===== src/rtl/dual_image_reconfig.sv =====
module dual_image_reconfig #(
  parameter int          ADDR_W     = 32,
  parameter logic [31:0] APP_BASE   = 32'h0032_0000,
  parameter int          SUB_LOG2   = 12,
  parameter int          BLINK_HALF = 20_000_000
) (
  input  logic              clk,
  input  logic              rst_n,
  input  logic [1:0]        btn,
  input  logic              req_stb,
  input  logic [ADDR_W-1:0] req_addr,
  input  logic              cfg_done,
  input  logic              cfg_err,
  input  logic              rd_sel,
  output logic              trig,
  output logic              busy,
  output logic [ADDR_W-1:0] cfg_addr,
  output logic              active_app,
  output logic [ADDR_W-1:0] boot_addr,
  output logic [3:0]        led,
  output logic [ADDR_W-1:0] rd_data
);
  localparam int CNT_W = $clog2(BLINK_HALF + 1);
  localparam logic [ADDR_W-1:0] FACT = '0;
  localparam logic [ADDR_W-1:0] APP  = APP_BASE[ADDR_W-1:0];
  localparam logic [1:0] C_PWR = 2'b00, C_USER = 2'b01, C_ERR = 2'b10, C_REF = 2'b11;

  typedef enum logic [1:0] {ST_IDLE, ST_ARM, ST_LOAD} st_t;
  st_t st;

  logic [1:0] s1, s2, s3;
  logic [1:0] rise;
  logic [1:0] cause;
  logic       aligned;
  logic              acc;
  logic [ADDR_W-1:0] acc_addr;
  logic [1:0]        acc_cause;
  logic [CNT_W-1:0]  cnt;
  logic              blink;

  always_ff @(posedge clk or negedge rst_n)
    if (!rst_n) {s1, s2, s3} <= '0;
    else begin
      s1 <= btn;
      s2 <= s1;
      s3 <= s2;
    end

  assign rise    = s2 & ~s3;
  assign busy    = (st != ST_IDLE);
  assign aligned = (req_addr[SUB_LOG2-1:0] == '0);

  always_comb begin
    acc       = 1'b0;
    acc_addr  = FACT;
    acc_cause = C_USER;
    if (st == ST_IDLE) begin
      if (!active_app && rise[1]) begin
        acc      = 1'b1;
        acc_addr = APP;
      end else if (active_app && rise[0]) begin
        acc = 1'b1;
      end else if (req_stb && aligned) begin
        acc = 1'b1;
        if (req_addr != FACT) begin
          if (active_app) acc_cause = C_REF;
          else            acc_addr  = req_addr;
        end
      end
    end
  end

  always_ff @(posedge clk or negedge rst_n)
    if (!rst_n) begin
      st         <= ST_IDLE;
      trig       <= 1'b0;
      cfg_addr   <= FACT;
      active_app <= 1'b0;
      boot_addr  <= FACT;
      cause      <= C_PWR;
    end else begin
      trig <= (st == ST_ARM);
      case (st)
        ST_IDLE:
          if (acc) begin
            st       <= ST_ARM;
            cfg_addr <= acc_addr;
            cause    <= acc_cause;
          end
        ST_ARM: st <= ST_LOAD;
        ST_LOAD:
          if (cfg_err) begin
            st       <= ST_ARM;
            cfg_addr <= FACT;
            cause    <= C_ERR;
          end else if (cfg_done) begin
            st         <= ST_IDLE;
            active_app <= (cfg_addr != FACT);
            boot_addr  <= cfg_addr;
          end
        default: st <= ST_IDLE;
      endcase
    end

  always_ff @(posedge clk or negedge rst_n)
    if (!rst_n) begin
      cnt   <= '0;
      blink <= 1'b0;
    end else if (cnt == CNT_W'(BLINK_HALF - 1)) begin
      cnt   <= '0;
      blink <= ~blink;
    end else begin
      cnt <= cnt + 1'b1;
    end

  assign led = active_app ? {1'b1, 1'b0, blink, 1'b0} : {1'b0, 1'b1, 1'b0, blink};

  assign rd_data = rd_sel ? boot_addr : {{(ADDR_W-3){1'b0}}, cause, active_app};
endmodule


===== config.mk =====
export PLATFORM = sky130hd
export DESIGN_NAME = dual_image_reconfig
export DESIGN_NICKNAME = d
export VERILOG_FILES = /design/src/rtl/dual_image_reconfig.sv
export SDC_FILE = /design/constraint.sdc
export NUM_CORES = 1
export LEC_CHECK = 0
export BUFFER_PORTS_ARGS = -buffer_cell sky130_fd_sc_hd__clkbuf_2
export CELL_PAD_IN_SITES_DETAIL_PLACEMENT = 1
export CELL_PAD_IN_SITES_GLOBAL_PLACEMENT = 1
export CORE_MARGIN = 5
export CORE_UTILIZATION = 42
export DETAILED_ROUTE_END_ITERATION = 6
export GPL_ROUTABILITY_DRIVEN = 0
export GPL_TIMING_DRIVEN = 0
export PLACE_DENSITY = 0.83
export REMOVE_ABC_BUFFERS = 1
export SLEW_MARGIN = 20
export SYNTH_ARGS = -nofsm -noshare
export SYNTH_HDL_FRONTEND = slang
export SYNTH_SLANG_ARGS = --single-unit
export TNS_END_PERCENT = 10

===== constraint.sdc =====
create_clock -name clk -period 3.5 [get_ports clk]
set_input_delay 0.35 -clock clk [delete_from_list [all_inputs] [get_ports clk]]
set_output_delay 0.35 -clock clk [all_outputs]
set_load 0.02 [all_outputs]

==> results.tsv, run 1 <==
metric	value	unit
status	finished clean	
cts_tree	done	
timing.critical_path.mode_cell	buf_4	
path_cells	or4_1, nor4_2, buf_4, buf_4, o2111ai_1, o21ai_0	
overflow	0	
ys_warn_count	0	
synth_seq_cells	102	
drv_cap	0	
worst_slew_pin_slew	0.893	ns
p_per_area	451	nW/um2
place_ws	0.854	ns
synth_cell_type_count	44	
crit_start	active_app	
fin_ws	1.08	ns
cp_max_fo	8	
power.switching	0.855	mW
vias_per_cell	5.53	
grt_start_max_net_pins	78	
regArea	2550	um2
synth-async-reset-ratio	1.00	
synth_top_area_frac	0.559	
drive_gt1_frac	0.383	
tns	0	ns
die_width	114	um
finalWirelength	12400	um
power_leakage	2.85	nW
grt_pass1_vias	3928	
grt_pass1_wl	20200	um
slew_headroom	0.403	
post_cts_buffers	0	
p_int	1.69	mW
hpwlAfterDp	9370	um
synthAdderAreaFrac	0.00274	
grt.total_usage	0.193	
io_buffers	142	
setup_viol	0	
netlist_instances	406	
clockPowerShare	0.295	
cts-hold-fix-buffers	1	
min_period	2.42	ns
yosys.area_share.simple	0.205	
synth_compound_area_frac	0.0790	
n_antenna_cell	0	
initial_core_util	0.425	
slowest_delay	0.57	ns
multiInputGateArea	1900	um2
io_pins	143	
slowest_stage	or4_1	
first_iter_violations	156	
worst_clock_skew	0.0117	ns
cts_num_sinks	102	
via_count	3791	
hold_slack	0.0808	ns
h-tree-depth	3	
ys.flop_type	dfrtp_1	
hold_viol_final	0	
rows	38	
ant_nets	0	
period_share	0.692	
syn_avg_cell_area	11.2	um2
synth-xor-area-share	0.0326	
cts_buffers	9	
yosysSeqAreaShare	0.559	
drt_pass1_iterations	5	
synth_mux_area_frac	0.0905	
p_comb_frac	0.192	
rsz0062_at_grt	no	
critPathLaunchType	flip-flop	
synth-edff-count	0	
netlist_area	4560	um2
fp.coreArea	10700	um2
die_h	114	um
antenna_found_initial	0	
crit_family	simple AND/OR/NAND/NOR gates	
hold_path_class	in -> reg	
clockBufferDepth	2	
cts.clk_slew.worst_paths	0.10	ns
max_freq	413	MHz
required	3.79	ns
maxSlewViolCount	0	
r2r-start	active_app	
hp-start	btn[1]	
drc_errors	0	
yosys.area.top_type	dfrtp_1	
clockRootBuffer	clkbuf_8	
area_growth	23.8	%
path_class	reg -> reg	
end_kind	flip-flop	
path_buf_inv	2	
switching_share	0.336	
ir_worst_vdd	0.206	mV
critPathArrivalTime	2.72	ns
num-nets-final	582	
cts_resized	0	
clk_latency	0.38	ns
yosys-top-cells-area	dfrtp_1, mux2_2, and2_1	
wl_per_cell	18.1	um
synth_top_family_by_area	simple AND/OR/NAND/NOR gates	
p_seq_frac	0.513	
dieArea	13000	um2
nFillCells	1203	
[state kept, by name, indices dropped and copies added (netlist names)]
register	cells
blink	1
trig	1
cnt	25
cause	2
st	2
s3	2
boot_addr	32
active_app	1
s2	2
cfg_addr	32
s1	2
[path summary, 6_finish.rpt]
check,depth (start not counted),endpoint,slack [ns]
worst max-delay path,6,cfg_addr[29],1.08
worst min-delay path,1,s1[1],0.08
worst max register to register,6,cfg_addr[29],1.08
worst min register to register,0,s3[0],0.40
max in group asynchronous,3,trig,2.45
min in group asynchronous,2,boot_addr[31],0.40
[through the flow]
step                      std cells  instance area (um2)  total power [mW]  utilization
final                           686                 5650              2.55        0.526
after global routing            686                 5650              2.67        0.526
after CTS                       686                 5640              2.57        0.525
after detailed placement        669                 5440              1.82        0.506
after floorplan                 382                 4450              1.58            -
after global placement          664                 5340              1.79        0.497
[synth_stat cells (all sizes together), types with 2 or more instances]
master	instances
dfrtp	102
a21oi	10
mux2i	3
nor3b	12
or3	4
o31ai	3
nand2b	2
mux2	34
o2111ai	15
nand2	32
o21ai	24
nor2	12
nor3	5
and2	31
nand3	14
and3	6
inv	8
nor4	17
xor2	9
nand4	7
or2	2
or4	8
clkbuf	16
xnor2	8
nor2b	3
buf	8
[power by group through the flow]
stage	combinational (mW)	sequential, mW	clock (mW)
after floorplan	0.230	1.35	0
after global placement	0.465	1.32	0
after detailed placement	0.491	1.33	0
after CTS	0.496	1.31	0.765
after global routing	0.534	1.32	0.814
final	0.490	1.31	0.751
[layout by cell type, fill, tap and decap left out, types with 7 or more instances in the layout]
master	count
xnor2_1	8
dfrtp_1	102
nand2_1	32
nor3b_1	12
a21oi_1	8
o2111ai_1	15
mux2_2	34
clkbuf_2	141
nor4_1	16
nand3_1	13
xor2_1	9
inv_1	8
nor2_1	12
clkbuf_8	11
o21ai_0	24
nand4_1	7
or4_1	7
and2_1	31
[metal layers]
| layer | wire (um) | global-route usage | up-vias | share of wire |
|---|---|---|---|---|
| met2 | 6240 | 0.331 | 147 | 0.50 |
| met5 | 0 | 0 | - | 0 |
| met1 | 5150 | 0.248 | 1900 | 0.41 |
| met4 | 194 | 0.0570 | 0 | 0.016 |
| li1 | - | - | 1727 | - |
| met3 | 848 | 0.0381 | 17 | 0.068 |
[cell type report]
| class | count | share of cell area |
|---|---|---|
| clock buffer | 10 | 0.0244 |
| tap | 140 | 0.0310 |
| inverter | 8 | 0.00532 |
| sequential | 102 | 0.452 |
| clock inverter | 6 | 0.0106 |
| multi-input combinational | 272 | 0.336 |
| timing repair buffer | 148 | 0.141 |
[logic make-up (layout without fill, tap and decap cells)]
logic type	count (synthesis)	after routing
AOI/OAI and AO/OA	56	56
xor gates and xnor gates	17	17
adders and majority gates	1	1
buffers and inverters	32	172
DFF	102	102
muxes	37	37
and+or+nand+nor	161	161
[worst reg2reg max path, delay by kind of cell, from the launching register on]
kind	cells	cell delay, ns
AOI/OAI and AO/OA	2	0.25
buffers and inverters	2	0.45
DFF	1	0.49
and+or+nand+nor	2	1.15
No activity file was read; power rests on OpenSTA's default activity.
==> run 2: changes to the inputs <==
- ABC_AREA: unset -> 1
- CORE_UTILIZATION: 42 -> 37
- PLACE_DENSITY: 0.83 -> 0.78
- clock period: 3.5 -> 2.5 ns (I/O delays scaled with it)
==> run 2 against run 1 <==
  * Largest power group unchanged
  * Sequential share of layout area is 3.2 points lower
  * Clock skew shrank 0.0047 ns
  * First-iteration DRC count rose by 100%
  * Design area rose by 7.7%
  * Die area is 19% higher
  * Global-route usage is 0.16 points lower
==> results.tsv, run 2 <==
metric	value	unit
ir_worst_vdd	0.327	mV
vias_per_cell	4.79	
cts-hold-fix-buffers	2	
final_cell_mix	nand2_1, clkbuf_2, inv_1	
clk_latency	0.35	ns
top_regs	boot_addr x32, cfg_addr x32, cnt x25	
r2r-start	active_app	
dieArea	15600	um2
die_width	125	um
hold_viol_final	0	
ys_warn_count	0	
crit_family	simple AND/OR/NAND/NOR gates	
clockRootBuffer	clkbuf_16	
required	2.73	ns
status	finished clean	
drt_pass1_iterations	4	
hold_path_class	in -> reg	
hp-start	btn[0]	
ys_top_cells_by_count	nand2_1, inv_1, dfrtp_1	
yosys-top-cells-area	dfrtp_1, nand2_1, inv_1	
cts_num_sinks	102	
grt_pass1_vias	4809	
h-tree-depth	3	
fin_ws	0.480	ns
final_cells	957	
post_cts_buffers	0	
critPathArrivalTime	2.25	ns
synth-async-reset-ratio	1.00	
path_buf_inv	3	
placedCellCount	939	
path_cells	inv_2, nor2_1, nand2_1, nand2_1, inv_1, nand3_1, nand2_2, inv_2, nor2_1	
syn_avg_cell_area	7.68	um2
cts.clk_slew.worst_paths	0.07	ns
p_per_area	727	nW/um2
min_period	2.02	ns
hold_slack	0.00903	ns
setup_viol	0	
yosys.area.top_type	dfrtp_1	
overflow	0	
n_antenna_cell	0	
cts_buffers	9	
crit_start	active_app	
worst_slew_pin_slew	0.848	ns
drive_gt1_frac	0.225	
path_class	reg -> reg	
io_buffers	142	
grt.total_usage	0.191	
drc_errors	0	
grt_pass1_wl	24400	um
antenna_found_initial	0	
io_pins	143	
finalWirelength	15000	um
grt_start_max_net_pins	82	
cts_tree	done	
via_count	4583	
maxSlewViolCount	0	
place_ws	0.488	ns
slew_headroom	0.434	
hpwlAfterDp	11700	um
fp.coreArea	13100	um2
first_iter_violations	317	
num-nets-final	817	
ys.flop_type	dfrtp_1	
layout_commonest_cell	nand2_1	
max_freq	495	MHz
rows	42	
synth_top_area_frac	0.523	
rsz0062_at_grt	no	
critPathLaunchType	flip-flop	
drv_cap	0	
synth.most_common_cell	nand2_1	
synth_seq_cells	102	
netlist_instances	636	
area_growth	24.6	%
slowest_delay	0.57	ns
ant_nets	0	
end_kind	flip-flop	
netlist_area	4880	um2
yosysSeqAreaShare	0.523	
synth_cell_type_count	28	
power_leakage	3.50	nW
total_power	4.42	mW
synth-edff-count	0	
tns	0	ns
nFillCells	1696	
clockBufferDepth	2	
initial_core_util	0.373	
worst_clock_skew	0.00700	ns
die_h	125	um
wl_per_cell	15.7	um
slowest_stage	dfrtp_1	
cts_resized	0	
cp_max_fo	22	
period_share	0.808	
[run 2: cell count changes after synthesis, moves of 7 or more]
cell       change
and2_1        -30
inv_1        +108
mux2_2        -34
nand2_1      +156
nand3_1       +12
nand4_1        +8
nor2_1        +69
nor3b_1       -12
nor4_1        -15
o2111ai_1     -15
o21ai_0       +18
or4_1          -7
[run 2: layout make-up]
type                       instances  area [um2]  area share
clock inverter                     4        30.0     0.00494
clock buffer                      12         256      0.0422
inverter                         119         447      0.0734
tap                              176         220      0.0362
sequential                       102        2550       0.420
multi-input combinational        399        1810       0.297
timing repair buffer             145         767       0.126
[run 2: path summary, 6_finish.rpt]
path | to | slack [ns] | cells past startpoint
worst max-delay path | cfg_addr[0] | 0.48 | 9
worst min-delay path | s1[0] | 0.009 | 1
worst max register to register | cfg_addr[0] | 0.48 | 9
worst min register to register | s2[0] | 0.37 | 0
max in group asynchronous | boot_addr[24] | 1.50 | 3
min in group asynchronous | s1[0] | 0.33 | 2
[run 2: power breakdown]
group / switching, mW / internal, mW / leakage [nW]
Clock: 0.639 / 0.735 / 0.139
Sequential: 0.141 / 1.80 / 1.37
Combinational: 0.799 / 0.304 / 1.99
[run 2: stage by stage]
step	instance area (um2)	utilization
after floorplan	4810	-
after global placement	5740	0.439
after detailed placement	5780	0.441
after CTS	6080	0.465
after global routing	6080	0.465
final	6080	0.465
[run 2: cell families after synthesis]
family / after synthesis / synth area share
AOI/OAI and AO/OA: 50 / 0.0533
adders and majority gates: 1 / 0.00256
and+or+nand+nor: 335 / 0.291
DFF: 102 / 0.523
buffers and inverters: 135 / 0.107
xor gates and xnor gates: 13 / 0.0233
[run 2: per-layer routing]
metal	wire length [um]	part of all wire	up-vias	track usage
li1	-	-	2200	-
met1	6460	0.43	2236	0.232
met2	7520	0.50	119	0.339
met3	708	0.047	28	0.0352
met4	312	0.021	0	0.0708
met5	0	0	-	0
